[src/rtl/csio_pkg.sv]
package csio_pkg;
  localparam int BYTE_W = 8;
  localparam int IDX_W  = $clog2(BYTE_W);
  localparam logic [IDX_W-1:0] LAST_IDX = IDX_W'(BYTE_W - 1);

  localparam logic [2:0] MODE_SYNC = 3'b001;

  localparam logic [1:0] A_CTRL = 2'd0;
  localparam logic [1:0] A_TXD  = 2'd1;
  localparam logic [1:0] A_DIV  = 2'd2;

  // Control word, first field is the top bit.
  typedef struct packed {
    logic       rx_en;
    logic       tx_en;
    logic       inv;
    logic       msb_first;
    logic       pol;
    logic [2:0] mode;
  } ctrl_t;

  // Position in the data byte of the k-th bit on the wire.
  function automatic logic [IDX_W-1:0] data_pos(input logic [IDX_W-1:0] k,
                                                input logic msb);
    return msb ? (LAST_IDX - k) : k;
  endfunction

  // Line level for the k-th wire bit of a byte.
  function automatic logic wire_level(input logic [BYTE_W-1:0] b,
                                      input logic [IDX_W-1:0] k,
                                      input logic msb, input logic inv);
    return b[data_pos(k, msb)] ^ inv;
  endfunction

  // Place a sampled line level into the receive accumulator.
  function automatic logic [BYTE_W-1:0] insert_bit(input logic [BYTE_W-1:0] acc,
                                                   input logic [IDX_W-1:0] k,
                                                   input logic msb, input logic inv,
                                                   input logic lvl);
    logic [BYTE_W-1:0] r;
    r = acc;
    r[data_pos(k, msb)] = lvl ^ inv;
    return r;
  endfunction
endpackage

[src/rtl/csio_regs.sv]
module csio_regs
  import csio_pkg::*;
#(
  parameter int DIV_W = 8
) (
  input  logic              clk,
  input  logic              rst_n,
  input  logic              wr_en,
  input  logic [1:0]        wr_addr,
  input  logic [BYTE_W-1:0] wr_data,
  input  logic              rx_ack,
  input  logic              start,
  input  logic              done,
  input  logic [BYTE_W-1:0] rx_word,
  output ctrl_t             ctrl,
  output logic              active,
  output logic              start_req,
  output logic [DIV_W-1:0]  div,
  output logic [BYTE_W-1:0] tx_buf,
  output logic              tx_empty,
  output logic [BYTE_W-1:0] rx_data,
  output logic              rx_full
);
  ctrl_t ctrl_wr;
  logic  wr_ctrl, wr_txd, wr_div;

  assign wr_ctrl = wr_en && (wr_addr == A_CTRL);
  assign wr_txd  = wr_en && (wr_addr == A_TXD);
  assign wr_div  = wr_en && (wr_addr == A_DIV);

  // Enables only survive a write that selects the synchronous mode.
  always_comb begin
    ctrl_wr = ctrl_t'(wr_data);
    if (ctrl_wr.mode != MODE_SYNC) begin
      ctrl_wr.tx_en = 1'b0;
      ctrl_wr.rx_en = 1'b0;
    end
  end

  assign active    = (ctrl.mode == MODE_SYNC);
  assign start_req = ctrl.tx_en && !tx_empty;

  always_ff @(posedge clk) begin
    if (!rst_n) begin
      ctrl     <= '0;
      div      <= '0;
      tx_buf   <= '0;
      tx_empty <= 1'b1;
      rx_data  <= '0;
      rx_full  <= 1'b0;
    end else begin
      if (wr_ctrl) ctrl <= ctrl_wr;
      if (wr_div)  div  <= wr_data[DIV_W-1:0];
      if (!active) begin
        tx_buf   <= '0;
        tx_empty <= 1'b1;
        rx_data  <= '0;
        rx_full  <= 1'b0;
      end else begin
        if (start) tx_empty <= 1'b1;
        if (wr_txd) begin
          tx_buf   <= wr_data;
          tx_empty <= 1'b0;
        end
        if (rx_ack) rx_full <= 1'b0;
        if (done && ctrl.rx_en) begin
          rx_data <= rx_word;
          rx_full <= 1'b1;
        end
      end
    end
  end

  AST_TX_WRITE_FILLS: assert property (@(posedge clk) disable iff (!rst_n)
    active && wr_txd |=> !tx_empty);
  AST_OFF_FLUSHES: assert property (@(posedge clk) disable iff (!rst_n)
    !active |=> tx_empty && !rx_full && (rx_data == '0));
  AST_DONE_DELIVERS: assert property (@(posedge clk) disable iff (!rst_n)
    active && done && ctrl.rx_en |=> rx_full && (rx_data == $past(rx_word)));
  AST_ACK_CLEARS: assert property (@(posedge clk) disable iff (!rst_n)
    active && rx_ack && !done |=> !rx_full);
  AST_ENABLE_GATED: assert property (@(posedge clk) disable iff (!rst_n)
    wr_ctrl && (wr_data[2:0] != MODE_SYNC) |=> !ctrl.tx_en && !ctrl.rx_en);
endmodule

[src/rtl/csio_clkgen.sv]
module csio_clkgen
  import csio_pkg::*;
#(
  parameter int DIV_W = 8
) (
  input  logic             clk,
  input  logic             rst_n,
  input  logic             active,
  input  logic             start_req,
  input  logic [DIV_W-1:0] div,
  output logic             busy,
  output logic             phase,
  output logic             start,
  output logic             launch,
  output logic             capture,
  output logic             done,
  output logic [IDX_W-1:0] bit_idx
);
  logic [DIV_W-1:0] cnt;
  logic [DIV_W-1:0] div_l;
  logic             tick;

  assign start   = active && !busy && start_req;
  assign tick    = busy && (cnt == div_l);
  assign launch  = tick && !phase;
  assign capture = tick && phase;
  assign done    = capture && (bit_idx == LAST_IDX);

  always_ff @(posedge clk) begin
    if (!rst_n) begin
      busy    <= 1'b0;
      phase   <= 1'b0;
      cnt     <= '0;
      div_l   <= '0;
      bit_idx <= '0;
    end else if (!active) begin
      busy    <= 1'b0;
      phase   <= 1'b0;
      cnt     <= '0;
      bit_idx <= '0;
    end else if (start) begin
      // the start edge is itself the first launch edge
      busy    <= 1'b1;
      phase   <= 1'b1;
      cnt     <= '0;
      div_l   <= div;
      bit_idx <= '0;
    end else if (busy) begin
      if (tick) begin
        cnt   <= '0;
        phase <= ~phase;
        if (phase) begin
          bit_idx <= bit_idx + 1'b1;
          if (bit_idx == LAST_IDX) busy <= 1'b0;
        end
      end else begin
        cnt <= cnt + 1'b1;
      end
    end
  end

  AST_START_NEEDS_DATA: assert property (@(posedge clk) disable iff (!rst_n)
    $rose(busy) |-> $past(start_req) && $past(active));
  AST_PHASE_HOLDS: assert property (@(posedge clk) disable iff (!rst_n)
    active && busy && !tick |=> $stable(phase));
  AST_DONE_ENDS: assert property (@(posedge clk) disable iff (!rst_n)
    active && done |=> !busy && !phase);
  AST_OFF_STOPS: assert property (@(posedge clk) disable iff (!rst_n)
    !active |=> !busy);
endmodule

[src/rtl/csio_shifter.sv]
module csio_shifter
  import csio_pkg::*;
(
  input  logic              clk,
  input  logic              rst_n,
  input  logic              active,
  input  logic              start,
  input  logic              launch,
  input  logic              capture,
  input  logic [IDX_W-1:0]  bit_idx,
  input  logic [BYTE_W-1:0] tx_buf,
  input  logic              pol_cfg,
  input  logic              msb_cfg,
  input  logic              inv_cfg,
  input  logic              rxd,
  output logic              txd,
  output logic              lat_pol,
  output logic [BYTE_W-1:0] rx_word
);
  logic [BYTE_W-1:0] lat_byte;
  logic [BYTE_W-1:0] acc;
  logic              lat_msb, lat_inv;

  // accumulator with the bit being captured this cycle merged in
  assign rx_word = insert_bit(acc, bit_idx, lat_msb, lat_inv, rxd);

  always_ff @(posedge clk) begin
    if (!rst_n) begin
      txd      <= 1'b1;
      lat_byte <= '0;
      lat_pol  <= 1'b0;
      lat_msb  <= 1'b0;
      lat_inv  <= 1'b0;
      acc      <= '0;
    end else if (!active) begin
      txd <= 1'b1;
    end else if (start) begin
      lat_byte <= tx_buf;
      lat_pol  <= pol_cfg;
      lat_msb  <= msb_cfg;
      lat_inv  <= inv_cfg;
      acc      <= '0;
      txd      <= wire_level(tx_buf, '0, msb_cfg, inv_cfg);
    end else begin
      if (launch)  txd <= wire_level(lat_byte, bit_idx, lat_msb, lat_inv);
      if (capture) acc <= rx_word;
    end
  end

  AST_TXD_HOLD_AT_CAPTURE: assert property (@(posedge clk) disable iff (!rst_n)
    active && capture |=> $stable(txd));
  AST_TXD_IDLE_OFF: assert property (@(posedge clk) disable iff (!rst_n)
    !active |=> txd);
endmodule

[src/rtl/csio_master.sv]
module csio_master
  import csio_pkg::*;
#(
  parameter int DIV_W = 8
) (
  input  logic              clk,
  input  logic              rst_n,
  input  logic              wr_en,
  input  logic [1:0]        wr_addr,
  input  logic [BYTE_W-1:0] wr_data,
  input  logic              rx_ack,
  input  logic              rxd,
  output logic              sclk,
  output logic              txd,
  output logic              busy,
  output logic              tx_empty,
  output logic              rx_full,
  output logic [BYTE_W-1:0] rx_data,
  output logic              tx_enabled,
  output logic              rx_enabled
);
  ctrl_t             ctrl;
  logic              active, start_req, start, launch, capture, done, phase, lat_pol;
  logic [DIV_W-1:0]  div;
  logic [BYTE_W-1:0] tx_buf, rx_word;
  logic [IDX_W-1:0]  bit_idx;

  csio_regs #(.DIV_W(DIV_W)) u_regs (
    .clk(clk), .rst_n(rst_n), .wr_en(wr_en), .wr_addr(wr_addr), .wr_data(wr_data),
    .rx_ack(rx_ack), .start(start), .done(done), .rx_word(rx_word),
    .ctrl(ctrl), .active(active), .start_req(start_req), .div(div),
    .tx_buf(tx_buf), .tx_empty(tx_empty), .rx_data(rx_data), .rx_full(rx_full)
  );

  csio_clkgen #(.DIV_W(DIV_W)) u_clkgen (
    .clk(clk), .rst_n(rst_n), .active(active), .start_req(start_req), .div(div),
    .busy(busy), .phase(phase), .start(start), .launch(launch),
    .capture(capture), .done(done), .bit_idx(bit_idx)
  );

  csio_shifter u_shift (
    .clk(clk), .rst_n(rst_n), .active(active), .start(start), .launch(launch),
    .capture(capture), .bit_idx(bit_idx), .tx_buf(tx_buf),
    .pol_cfg(ctrl.pol), .msb_cfg(ctrl.msb_first), .inv_cfg(ctrl.inv),
    .rxd(rxd), .txd(txd), .lat_pol(lat_pol), .rx_word(rx_word)
  );

  // phase 1 = after a launch edge; rest level is high for polarity 0
  assign sclk       = busy ? (phase ^ ~lat_pol) : ~ctrl.pol;
  assign tx_enabled = ctrl.tx_en;
  assign rx_enabled = ctrl.rx_en;

  AST_SCLK_RESTS_AFTER_DONE: assert property (@(posedge clk) disable iff (!rst_n)
    active && done |=> sclk == ~lat_pol);
endmodule

[config.mk]
export PLATFORM = sky130hd
export DESIGN_NAME = csio_master
export DESIGN_NICKNAME = d
export VERILOG_FILES = /design/src/rtl/csio_pkg.sv /design/src/rtl/csio_regs.sv /design/src/rtl/csio_clkgen.sv /design/src/rtl/csio_shifter.sv /design/src/rtl/csio_master.sv
export SDC_FILE = /design/constraint.sdc
export NUM_CORES = 1
export LEC_CHECK = 0
export BUFFER_PORTS_ARGS = -buffer_cell sky130_fd_sc_hd__buf_2
export CAP_MARGIN = 20
export CORE_MARGIN = 4
export CORE_UTILIZATION = 50
export CTS_BUF_LIST = sky130_fd_sc_hd__clkbuf_8
export CTS_CLUSTER_DIAMETER = 60
export DETAILED_ROUTE_END_ITERATION = 10
export PLACE_DENSITY = 0.77
export SYNTH_ARGS = -nofsm -noshare
export SYNTH_HDL_FRONTEND = slang
export SYNTH_SLANG_ARGS = --single-unit
[constraint.sdc]
create_clock -name clk -period 2.2 [get_ports clk]
set_input_delay 0.11 -clock clk [delete_from_list [all_inputs] [get_ports clk]]
set_output_delay 0.11 -clock clk [all_outputs]
set_load 0.01 [all_outputs]
==> qor.csv, run 1 <==
metric;value;unit
status;finished clean;
synth_top_family_by_area;simple AND/OR/NAND/NOR gates;
dp.cells;512;
finalWorstSetupSlack;204;ps
drc_errors;0;
crit_fanout;9;
final_cells;528;
synth_most_common_cell;dfxtp_1;
fmax;501;MHz
io_pins;30;
routedWlPerCell;14.3;um
port_buffers;29;
cts_resized;0;
clkTransAtPathRegs;80;ps
final-hold-violation-count;0;
route.met3.wl;306;um
arrival;2210;ps
grt_pass1_vias;2702;
grt_pass1_wl;12.8;mm
p_per_area;602;nW/um2
path_buf_inv;0;
cts_tree;built;
max_stage_delay;580;ps
place_ws;236;ps
cts-root-buf;clkbuf_8;
crit_path_end_kind;register;
gp_congestion;0.807;
syn2layout_area_growth;10.7;%
seq_area_frac_synth;0.412;
synth_adder_area_share;0.0103;
post_cts_buffers;0;
hpwl;5.45;mm
power.leakage;1.66;nW
synth_ff_type;dfxtp_1;
syn_nets;423;
antenna_cells;0;
synth_xor_area_frac;0.0456;
synth_area_leaders;dfxtp_1, mux2i_1, nand2_1, a21boi_0, o311ai_0;
rows;30;
synth_top_cell_by_area;dfxtp_1;
cts_hold_buffers;0;
post-route-period-util;0.907;
setup_violations;0;
initial_core_util;0.525;
cts.sinks;75;
synthDistinctLibCells;42;
first_iter_violations;100;
viasPerCell;5.54;
vias;2927;
h-tree-depth;3;
worstSkewPairLatency;350;ps
synthSimpleGateAreaFrac;0.246;
wl;7.55;mm
crit_slowest_cell;dfxtp_1;
synth_common_cells;dfxtp_1, nand2_1, mux2i_1, nor2_1, a21boi_0;
fin_nets;445;
synth_edf_count;0;
grt_overflow;0;
crit_family;flip-flops;
antenna_found_initial;0;
die_x;93.4;um
core;6940;um2
die_area;8720;um2
slew_violations;0;
muxShareOfSynthArea;0.117;
post-route-util;0.581;
die_h;93.4;um
syn-instance-count;405;
setup_tns;0;ps
drv_cap;0;
wl_met2;3.57;mm
worst_clock_skew;13.6;ps
syn_area;3650;um2
cp-start-kind;register;
async_flop_share;0;
worstMarginPinSlew;929;ps
hp-class;input port to register;
routed.top_layer;met4;
rsz0062_at_grt;no;
crit_chain;mux4_2 > a22oi_2 > a31oi_1 > nor4bb_1 > o31ai_1;
ir_drop;451;uV
synth_compound_gate_area_share;0.130;
firstDrtPassIters;4;
wl_met1;3.59;mm
cts_max_path_buffers;2;
avgSynthCellArea;9.00;um2
gr-usage-all-layers;0.180;
crit_type;register to register;
crit_required;2420;ps
grt_max_degree;37;
yosysWarnings;0;
relSlewSlack;0.379;
antenna_left;0;
synth-seq-cells;75;
finalCriticalPeriod;2000;ps
drive_above_1_share;0.164;
yosys.area.top_type_share;0.412;
cts_buffers;9;
[metal layers]
layer | vias up | track usage
met5 | - | 0
met4 | 0 | 0.0427
met3 | 5 | 0.0467
met2 | 56 | 0.292
met1 | 1405 | 0.240
li1 | 1461 | -
[power by group]
group          internal (mW)  total, mW  switching [mW]  leakage, nW
clock network          0.426      0.971           0.545       0.0921
logic                 0.0372     0.0871          0.0499        0.967
registers               1.37       1.37         0.00604        0.605
[worst paths after layout]
| path | from | end | slack (ps) | depth (start not counted) |
|---|---|---|---|---|
| setup / recovery | u_clkgen.bit_idx[0] | u_shift.txd | 200 | 5 |
| hold / removal | rx_ack | u_regs.rx_full | 20 | 3 |
| setup reg to reg | u_clkgen.bit_idx[0] | u_shift.txd | 200 | 5 |
| hold reg to reg | u_regs.rx_full | u_regs.rx_full | 470 | 2 |
[through the flow]
stage          hold WS (ps)  cell area [um2]  total power [mW]
3_3_place_gp            391             3850              1.49
6_report               19.1             4040              2.43
3_5_place_dp            386             3850              1.49
5_1_grt                30.3             4040              2.52
4_1_cts                11.9             4040              2.45
2_1_floorplan           254             3650              1.45
[cell usage in the layout, fill, tap and decap left out, types with 3 or more instances in the layout]
master	n
dfxtp_1	75
nand2_1	60
mux2i_1	33
buf_2	29
nor2_1	27
a21boi_0	25
a21oi_1	17
o311ai_0	16
nor3_1	15
xor2_1	14
nand2b_1	12
nor2b_1	11
or2_2	9
clkbuf_8	9
buf_4	9
nand3_1	8
xnor2_1	5
nor3b_1	5
nand3b_1	4
and3_1	4
nand4_1	4
inv_1	4
o21ai_0	3
and3b_1	3
ha_1	3
[state kept, by name, summed over array words and instances (netlist names), 8 cells and up]
name and flops:
u_clkgen.div_l 8, u_regs.ctrl 8, u_clkgen.cnt 8, u_regs.rx_data 8, u_shift.lat_byte 8, u_shift.acc 8, u_regs.div 8, u_regs.tx_buf 8
[layout make-up]
cell class                 count  area [um2]
sequential                    75        1500
clock inverter                 7        58.8
tap                           96         120
clock buffer                   9         124
multi-input combinational    299        2010
timing repair buffer          38         213
inverter                       4        15.0
fill                         618        2910
[worst reg2reg max path, delay by kind of cell, from the launching register on]
family	cells	cell delay (ps)
AOI/OAI and AO/OA	3	420
muxes	1	570
and+or+nand+nor	1	290
DFF	1	580
[kinds of logic (layout without fill, tap and decap cells)]
group / count (synthesis) / count (layout)
AO/OA/AOI/OAI: 67 / 67
XOR/XNOR: 19 / 19
adder cells (fa/ha/maj): 3 / 3
buffers and inverters: 31 / 58
flip-flops: 75 / 75
multiplexers: 37 / 37
AND/OR/NAND/NOR: 173 / 173
No activity file was read; power rests on OpenSTA's default activity.
==> run 2, diff against run 1 <==
Clock period 2.2 ns to 2.11 ns, I/O delays scaled along.
==> run 2 against run 1 <==
  * Sequential share of layout area is 0.058 points lower
  * Core utilization is 0.090 points higher
  * Design area is 0.16% higher
  * Clock-buffer cell count stayed put
  * Power is 3.4% higher
  * Die area stayed put
  * Clock power is 2% higher
  * Largest cell class unchanged
==> qor.csv, run 2 (synthesis gave the netlist of run 1 again) <==
metric;value;unit
status;finished clean;
r2r_setup_slack;170;ps
r2r_cells;5;
crit_path_end;u_shift.txd;
final_common_cell;dfxtp_1;
rows;30;
grt_pass1_vias;2639;
cts-root-buf;clkbuf_8;
cts_tree;built;
slew_violations;0;
routedWlPerCell;14.2;um
antenna_cells;0;
arrival;2170;ps
r2r_start;u_clkgen.cnt[1];
seqPwrFrac;0.569;
worstSkewPairLatency;350;ps
grt_overflow;0;
p_clk_frac;0.394;
seq_area;1500;um2
die_h;93.4;um
crit_fanout;13;
crit_path_end_kind;register;
antenna_found_initial;0;
wl;7.52;mm
power.leakage;1.66;nW
cts.sinks;75;
r2r-end;u_shift.txd;
io_pins;30;
p_per_area;621;nW/um2
worst_clock_skew;16.1;ps
post_cts_buffers;0;
hp-class;input port to register;
grt_max_degree;31;
critPathLaunch;u_clkgen.cnt[1];
crit_type;register to register;
gp_congestion;0.797;
syn2layout_area_growth;10.9;%
drive_above_1_share;0.167;
gr-usage-all-layers;0.182;
final-hold-violation-count;0;
cp-start-kind;register;
multi_input_area;2010;um2
first_iter_violations;140;
drv_cap;0;
fmax;514;MHz
grt_pass1_wl;12.7;mm
setup_violations;0;
viasPerCell;5.45;
die_area;8720;um2
sw_frac_of_total;0.246;
setup_tns;0;ps
hpwl;5.41;mm
h-tree-depth;3;
firstDrtPassIters;4;
final_cells;528;
clkTransAtPathRegs;80;ps
dp.cells;513;
port_buffers;29;
initial_core_util;0.525;
relSlewSlack;0.490;
rsz0062_at_grt;no;
p_int;1.89;mW
die_x;93.4;um
core;6940;um2
fill_cells;623;
crit_required;2330;ps
vias;2879;
finalCriticalPeriod;1940;ps
antenna_left;0;
post-route-util;0.582;
drc_errors;0;
whs;16.5;ps
fin_nets;446;
switchingPower;0.618;mW
ir_drop;398;uV
cts_max_path_buffers;2;
worstMarginPinSlew;763;ps
layout_common_cells;dfxtp_1, nand2_1, mux2i_1;
cts_buffers;9;
post-route-period-util;0.922;
comb_power_share;0.037;
## run 2: area by class of cell
cell class	instances	area share
flip-flops and latches	75	0.371
multi-input cells	299	0.498
clock buffers	9	0.0306
clock inverters	6	0.0124
repair buffers	39	0.0545
well taps	96	0.0297
inverters	4	0.00371
## run 2: what timing repair did
action / CTS / global route
endpoints found under the setup margin: 0 / 6
hold buffers: 0 / 0
gates resized for setup: 0 / 1
## run 2: power by group through the flow
stage | Sequential (mW) | Combinational [mW] | Clock, mW
finish | 1.43 | 0.0923 | 0.991
detailed placement | 1.46 | 0.0916 | 0
CTS | 1.43 | 0.0917 | 1.01
global placement | 1.46 | 0.0886 | 0
floorplan | 1.46 | 0.0551 | 0
global route | 1.43 | 0.100 | 1.07
## run 2: stage by stage
stage / total power, mW / setup slack, ps / instance area (um2)
finish: 2.51 / 166 / 4040
global placement: 1.55 / 191 / 3860
floorplan: 1.52 / 432 / 3650
detailed placement: 1.55 / 175 / 3860
global route: 2.60 / 69.2 / 4040
CTS: 2.54 / 150 / 4040
## run 2: metal layers
metal / GRT usage / part of all wire / up-vias
met1: 0.236 / 0.48 / 1337
met2: 0.292 / 0.46 / 59
met5: 0 / 0 / -
met4: 0.0708 / 0.022 / 0
li1: - / - / 1468
met3: 0.0442 / 0.037 / 15
## run 2: how the worst min path moves through the flow
stage / cells after the start / to / startpoint / slack (ps)
finish: 3 / u_regs.rx_full / rx_ack / 20
global route: 3 / u_regs.rx_full / rx_ack / 20
CTS: 3 / u_regs.rx_full / rx_ack / 0.8
detailed placement: 3 / u_regs.rx_full / rx_ack / 380
global placement: 3 / u_regs.rx_full / rx_ack / 370
floorplan: 2 / u_regs.tx_buf[0] / wr_data[0] / 250
## run 2: critical path, stage by stage (launching register included)
cell      delay [ps]
dfxtp_1          360
xor2_1           200
nor4_4           400
and3_2           420
nor4bb_1         320
o31ai_1          110
